[src/rtl/bank_pkg.sv]
package bank_pkg;
  typedef enum logic [1:0] {
    SRC_EXEC  = 2'd0,
    SRC_IND   = 2'd1,
    SRC_LATCH = 2'd2
  } bank_src_e;
endpackage

[src/rtl/bank_latch.sv]
// Flop plus bypass: open_i high passes d_i through and captures it each clock.
module bank_latch #(
  parameter int              W       = 4,
  parameter logic [W-1:0]    RST_VAL = '1
) (
  input  logic         clk_i,
  input  logic         rst_ni,
  input  logic         open_i,
  input  logic [W-1:0] d_i,
  output logic [W-1:0] q_o
);
  logic [W-1:0] hold_q;

  always_ff @(posedge clk_i or negedge rst_ni) begin
    if (!rst_ni)     hold_q <= RST_VAL;
    else if (open_i) hold_q <= d_i;
  end

  assign q_o = open_i ? d_i : hold_q;
endmodule

[src/rtl/bank_regs.sv]
module bank_regs #(
  parameter int           W       = 4,
  parameter logic [W-1:0] RST_VAL = '1
) (
  input  logic         clk_i,
  input  logic         rst_ni,
  input  logic         wr_exec_i,
  input  logic         wr_ind_i,
  input  logic [W-1:0] wdata_i,
  output logic [W-1:0] exec_o,
  output logic [W-1:0] ind_o
);
  logic [W-1:0] exec_q, ind_q;

  always_ff @(posedge clk_i or negedge rst_ni) begin
    if (!rst_ni) begin
      exec_q <= RST_VAL;
      ind_q  <= RST_VAL;
    end else begin
      if (wr_exec_i) exec_q <= wdata_i;
      if (wr_ind_i)  ind_q  <= wdata_i;
    end
  end

  assign exec_o = exec_q;
  assign ind_o  = ind_q;
endmodule

[src/rtl/bus_router.sv]
module bus_router #(
  parameter int DATA_W = 8,
  parameter int BANK_W = 4
) (
  input  logic              phi2_i,
  input  logic              rw_i,
  input  logic              reg_hit_i,
  input  logic [BANK_W-1:0] reg_val_i,
  input  logic [DATA_W-1:0] cpu_data_i,
  input  logic [DATA_W-1:0] mb_data_i,
  output logic [DATA_W-1:0] cpu_data_o,
  output logic              cpu_data_oe_o,
  output logic [DATA_W-1:0] mb_data_o,
  output logic              mb_data_oe_o
);
  localparam int PAD_W = DATA_W - BANK_W;

  logic [DATA_W-1:0] reg_word;
  assign reg_word = {{PAD_W{1'b0}}, reg_val_i};

  always_comb begin
    cpu_data_oe_o = phi2_i && rw_i;
    mb_data_oe_o  = phi2_i && !rw_i;
    // register reads shadow the motherboard to avoid contention
    cpu_data_o    = reg_hit_i ? reg_word : mb_data_i;
    mb_data_o     = cpu_data_i;
  end
endmodule

[src/rtl/bank_addr_gen.sv]
module bank_addr_gen
  import bank_pkg::*;
#(
  parameter int                BANK_W     = 4,
  parameter int                DATA_W     = 8,
  parameter int                ADDR_W     = 16,
  parameter logic [ADDR_W-1:0] EXEC_ADDR  = 16'h0000,
  parameter logic [ADDR_W-1:0] IND_ADDR   = 16'h0001,
  parameter logic [BANK_W-1:0] RESET_BANK = '1
) (
  input  logic              clk_i,
  input  logic              rst_ni,
  input  logic              emu_i,
  input  logic              phi1_i,
  input  logic              phi2_i,
  input  logic              rw_i,
  input  logic [ADDR_W-1:0] addr_i,
  input  logic              ind_cyc_i,
  input  logic [DATA_W-1:0] cpu_data_i,
  input  logic [DATA_W-1:0] mb_data_i,
  output logic [DATA_W-1:0] cpu_data_o,
  output logic              cpu_data_oe_o,
  output logic [DATA_W-1:0] mb_data_o,
  output logic              mb_data_oe_o,
  output logic [BANK_W-1:0] bank_o
);
  logic              hit_exec, hit_ind, wr_stb;
  logic [BANK_W-1:0] exec_val, ind_val, latch_val, reg_val;
  bank_src_e         src;

  assign hit_exec = emu_i && (addr_i == EXEC_ADDR);
  assign hit_ind  = emu_i && (addr_i == IND_ADDR);
  assign wr_stb   = phi2_i && !rw_i;
  assign reg_val  = hit_ind ? ind_val : exec_val;

  bank_regs #(.W(BANK_W), .RST_VAL(RESET_BANK)) u_regs (
    .clk_i     (clk_i),
    .rst_ni    (rst_ni),
    .wr_exec_i (wr_stb && hit_exec),
    .wr_ind_i  (wr_stb && hit_ind),
    .wdata_i   (cpu_data_i[BANK_W-1:0]),
    .exec_o    (exec_val),
    .ind_o     (ind_val)
  );

  bank_latch #(.W(BANK_W), .RST_VAL(RESET_BANK)) u_latch (
    .clk_i  (clk_i),
    .rst_ni (rst_ni),
    .open_i (phi1_i),
    .d_i    (cpu_data_i[BANK_W-1:0]),
    .q_o    (latch_val)
  );

  bus_router #(.DATA_W(DATA_W), .BANK_W(BANK_W)) u_router (
    .phi2_i        (phi2_i),
    .rw_i          (rw_i),
    .reg_hit_i     (hit_exec || hit_ind),
    .reg_val_i     (reg_val),
    .cpu_data_i    (cpu_data_i),
    .mb_data_i     (mb_data_i),
    .cpu_data_o    (cpu_data_o),
    .cpu_data_oe_o (cpu_data_oe_o),
    .mb_data_o     (mb_data_o),
    .mb_data_oe_o  (mb_data_oe_o)
  );

  always_comb begin
    if (!emu_i)                   src = SRC_LATCH;
    else if (ind_cyc_i && phi2_i) src = SRC_IND;
    else                          src = SRC_EXEC;
  end

  always_comb begin
    unique case (src)
      SRC_IND:   bank_o = ind_val;
      SRC_LATCH: bank_o = latch_val;
      default:   bank_o = exec_val;
    endcase
  end
endmodule

[config.mk]
export PLATFORM = sky130hd
export DESIGN_NAME = bank_addr_gen
export DESIGN_NICKNAME = d
export VERILOG_FILES = /design/src/rtl/bank_pkg.sv /design/src/rtl/bank_latch.sv /design/src/rtl/bank_regs.sv /design/src/rtl/bus_router.sv /design/src/rtl/bank_addr_gen.sv
export SDC_FILE = /design/constraint.sdc
export NUM_CORES = 1
export LEC_CHECK = 0
export ABC_AREA = 1
export BUFFER_PORTS_ARGS = -buffer_cell sky130_fd_sc_hd__clkbuf_2
export CORE_MARGIN = 1.5
export CORE_UTILIZATION = 37
export CTS_CLUSTER_DIAMETER = 120
export DETAILED_ROUTE_END_ITERATION = 10
export PLACE_DENSITY = 0.84
export SLEW_MARGIN = 20
export SYNTH_ARGS = -nofsm -noshare
export SYNTH_HDL_FRONTEND = slang
export SYNTH_SLANG_ARGS = --single-unit
[constraint.sdc]
create_clock -name clk_i -period 1.2 [get_ports clk_i]
set_input_delay 0.24 -clock clk_i [delete_from_list [all_inputs] [get_ports clk_i]]
set_output_delay 0.24 -clock clk_i [all_outputs]
set_load 0.1 [all_outputs]
## Word-level counts from Yosys, hierarchy flattened

Index checks and enable logic that the tools add are counted.

- Bits in registers: 12
- Word-level logic and storage cells: 22

- Equality and inequality tests: 3
- Muxes and demuxes: 6
- Reduce and logical (&&, ||, !) cells: 10

Operator list:

| kind | count |
|---|---|
| $eq A16 B1 Y1 const B | 1 |
| $logic_not A16 Y1 | 1 |
| $mux W4 | 2 |
| $mux W8 | 1 |
| $pmux W4 S2 | 1 |
| $logic_and A1 B1 Y1 | 7 |
| $eq A2 B1 Y1 const B | 1 |
| $eq A2 B2 Y1 const B | 1 |
| $mux W2 | 1 |
| $logic_not A1 Y1 | 1 |
| $logic_or A1 B1 Y1 | 1 |
| $mux W1 | 1 |

## Depth between registers and ports, before layout

- Depth in word-level cells: 5
- Depth in mapped cells: 8
- Mapped depth without buffers: 8

## Modules after synthesis

From an unflattened synthesis, not the netlist that was laid out.

- Cell total of the unflattened synthesis: 141
- Area, all modules: 910.9 sq um

Modules (own cells, without submodules):

| module | times used | cells each | area an instance (sq um) | seq. area each (sq um) |
|---|---|---|---|---|
| bank_regs | 1 | 34 | 307.8 | 210.2 |
| bank_addr_gen | 1 | 56 | 284.0 | 0.0 |
| bus_router | 1 | 34 | 165.2 | 0.0 |
| bank_latch | 1 | 17 | 153.9 | 105.1 |

## Worst setup path before layout

Ideal clock, no wire load.

- Path kind: input -> register
- Start point: input phi2_i
- End point: register u_regs.exec_q[0], in the netlist u_regs.exec_o[0]
- Data arrival time: 1,765 ps
- Slack: -641 ps
- Cell stages on the path: 7
- Path buffers: 0
- Path through: inv_1 nor2_2 inv_1 nor2_2 nand2_1 nand2_1 nand2_1

- Cells in the longest elaborated chain, start to end: 2

RTL lines:

| what | RTL line | source |
|---|---|---|
| from (decl) | bank_addr_gen.sv:15 | `input logic phi2_i,` |
| $logic_and A1 B1 Y1 | -- |  |
| net mb_data_oe_o | bank_addr_gen.sv:24 | `output logic mb_data_oe_o,` |
| $logic_and A1 B1 Y1 | bank_addr_gen.sv:39 | `.wr_exec_i (wr_stb && hit_exec),` |
| to (signal assigned) | bank_regs.sv:20 | `if (wr_exec_i) exec_q <= wdata_i;` |
| to (decl) | bank_regs.sv:13 | `logic [W-1:0] exec_q, ind_q;` |

The timed path passes the listed nets, and every way through them passes these cells.
A chain may end at the register's enable or synchronous reset.

## Worst setup path after layout

- Start point: input addr_i[14]
- End point: output cpu_data_o[0]

- Cells in the longest elaborated chain, start to end: 4

RTL lines:

| what | RTL line | source |
|---|---|---|
| from (decl) | bank_addr_gen.sv:17 | `input logic [ADDR_W-1:0] addr_i,` |
| $eq A16 B1 Y1 / $logic_not A16 Y1 (equally long branches) | bank_addr_gen.sv:32, bank_addr_gen.sv:31 |  |
| $logic_and A1 B1 Y1, on equally long branches | bank_addr_gen.sv:32, bank_addr_gen.sv:31 |  |
| $mux W4 / $logic_or A1 B1 Y1 (equally long branches) | bank_addr_gen.sv:34, bank_addr_gen.sv:57 |  |
| $mux W8 (*) | bus_router.sv:25 | `cpu_data_o = reg_hit_i ? reg_word : mb_data_i;` |
| to (decl) | bank_addr_gen.sv:21 | `output logic [DATA_W-1:0] cpu_data_o,` |

Mark *: on every way between the ends. The rest lies on a longest branch, timed or not.

==> results.json <==
{
  "p_sw_share_pct": 40.95,
  "port-buffer-count": 52,
  "p_per_area_mw_per_mm2": 746.6,
  "root_buffer": "clkbuf_4",
  "critPathCaptureType": "output pin",
  "mostFrequentLayoutCells": "nand2_1, clkbuf_2, buf_4, buf_12, dfstp_2",
  "p_int_w": 0.0008406,
  "grt_setup_unrepaired": "true",
  "drive_gt1_share_pct": 75.13,
  "vias": 1116,
  "drc_errors": 0,
  "worst_slew_pin_slew_ns": 0.3230,
  "place_ws_ns": -0.3900,
  "antenna_found_initial": 0,
  "synth_ff_type": "dfstp_2",
  "area_growth_pct": 111.7,
  "grt_use_met1_pct": 21.82,
  "die_h_um": 52.35,
  "seq_power_share_pct": 30.4,
  "arrival_ns": 1.38,
  "slew_headroom_pct": 78.46,
  "cts.clk_slew.worst_paths_ns": 0.07,
  "synth_fp_nets": 164,
  "cts_hold_buf": 0,
  "grt_pass1_vias": 1140,
  "cts_tree": "yes",
  "cts_made_buffers": 3,
  "ys_warn_count": 0,
  "drt_pass1_iterations": 6,
  "power_leakage_nw": 0.9376,
  "final_cell_area_mm2": 0.001907,
  "routed_via_density": 5.050,
  "maxSlewViolCount": 0,
  "drt_iter0_drc": 18,
  "htree_levels": 1,
  "ys_seq_area_share_pct": 35.00,
  "cts.sinks": 12,
  "syn-cell-area_um2": 900.9,
  "crit_path_start_kind": "input pin",
  "drt_wl_total_mm": 3.627,
  "synth_seq_cells": 12,
  "finalCritPeriodShare_pct": 135.1,
  "placed_cell_area_mm2": 0.001663,
  "grt.busiest_layer": "met2",
  "wire_per_inst_um": 16.41,
  "clk_latency_ns": 0.26,
  "irDropWorstVdd_v": 0.0006784,
  "rr_worst_depth": 3,
  "fillerInstances": 120,
  "grt_pass1_wl_mm": 4.698,
  "die_width_um": 52.35,
  "clock_power_share_pct": 16.3,
  "layout_setup_ws_ns": -0.4215,
  "drtAntennaViolNets": 0,
  "layout_min_cycle_time_ns": 1.622,
  "use_met3_pct": 3.429,
  "clockBufferDepth": 2,
  "grtUsageMet2_pct": 49.79,
  "core-area_mm2": 0.002255,
  "fin_skew_ns": 0,
  "place.gp.congestion": 0.7590,
  "grt_usage_pct": 23.24,
  "outcome": "complete, but fails checks",
  "dieArea_mm2": 0.002740,
  "synth_cell_types": 18,
  "final_nets": 234,
  "ys_async_sr_fraction_pct": 100.0,
  "maxCapViolCount": 0,
  "criticalPathCategory": "input pin to output pin",
  "syn_inst": 125,
  "hold_viol": 0,
  "fmax_ghz": 0.6167,
  "cp_max_fo": 5,
  "synth-edff-count": 0,
  "antenna_cells": 0,
  "worstPathRequired_ns": 0.96,
  "grt_max_degree": 13,
  "finalSetupViolations": 12,
  "io_pins": 61,
  "hold_class": "input pin to async pin",
  "rows": 17,
  "comb_power_share_pct": 53.3,
  "violations": "setup timing",
  "power.switching_w": 0.0005830,
  "initial_utilization_pct": 39.96,
  "dp_hpwl_mm": 2.468,
  "grt-ovfl-total": 0,
  "avgSynthCellArea_um2": 7.207
}
==> cell usage after synthesis (2+ instances only) <==
master    n  area [um2]
nand2_1  47       176.4
nand3_1  10       50.05
nor2_2    4       25.02
nor2_4    3       33.78
o21ai_1   3       15.01
nand4_1   2       12.51
o21ai_0   3       15.01
inv_1    13       48.80
buf_4     8       60.06
dfstp_2  12       315.3
nor2_1   10       37.54
mux2_2    4       45.04
==> kinds of logic (layout without fill, tap and decap cells) <==
logic type      after synthesis  after routing  synth area share, %
simple gates                 79             79                42.36
buf+inv                      23             91                13.75
flops                        12             12                35.00
compound gates                7              7                3.887
mux                           4              4                5.000
==> final timing paths <==
kind / from / endpoint / slack [ns]
max: addr_i[14] / cpu_data_o[0] / -0.42
min reg2reg: u_regs.ind_o[2] / u_regs.ind_o[2] / 0.50
min: rst_ni / u_latch.hold_q[2] / 0.10
min in group clk_i: cpu_data_i[3] / u_regs.ind_o[3] / 0.32
max reg2reg: u_regs.ind_o[0] / u_regs.ind_o[0] / 0.27
max in group asynchronous: rst_ni / u_latch.hold_q[1] / 1.07
==> sequential cells by signal, indices dropped and copies added (netlist names) <==
name	flops
u_regs.exec_o	4
u_regs.ind_o	4
u_latch.hold_q	4
==> area by class of cell <==
| cell class | instances | area [um2] | area share [%] |
|---|---|---|---|
| clock buffer | 3 | 22.52 | 1.181 |
| inverter | 14 | 67.56 | 3.543 |
| multi-input combinational | 90 | 724.4 | 37.99 |
| sequential | 12 | 315.3 | 16.54 |
| tap | 28 | 35.03 | 1.837 |
| timing repair buffer | 74 | 742.0 | 38.91 |
==> through the flow <==
stage	hold slack, ns	total power, W	std cells	utilization (%)	setup TNS, ns
floorplan	0.09216	0.0008900	125	-	-2.735
global placement	0.3719	0.001093	213	73.75	-4.184
detailed placement	0.3898	0.001108	213	73.75	-5.342
CTS	0.1074	0.001382	220	79.91	-3.794
global route	0.1287	0.001470	221	84.57	-4.448
finish	0.1045	0.001424	221	84.57	-3.954
==> what timing repair did <==
| item | CTS | global route |
|---|---|---|
| cloned | 0 | 0 |
| setup endpoints to repair | 12 | 20 |
| buffers inserted | 4 | 1 |
| pin swaps | 5 | 17 |
| gates resized for setup | 25 | 25 |
==> routing by layer <==
metal	part of all wire (%)	vias to the layer above
li1	-	523
met2	57	55
met5	0	-
met3	5.8	16
met4	5.0	0
met1	32	522
==> critical path, stage by stage <==
cell	delay, ns
buf_6	0.10
nor2_4	0.11
nand2_2	0.07
nor2_4	0.16
buf_6	0.13
nand3_4	0.10
nand2_1	0.12
nand3_2	0.09
nand2_4	0.08
buf_12	0.17
==> power by group through the flow <==
stage	Clock [W]	Combinational [W]	Sequential (W)
final	0.000231	0.000759	0.000433
after floorplan	0	0.000453	0.000437
after detailed placement	0	0.000669	0.000439
after CTS	0.000236	0.000712	0.000434
after global routing	0.000250	0.000785	0.000435
after global placement	0	0.000655	0.000438
Note: power is estimated with default switching activity, not from simulation.
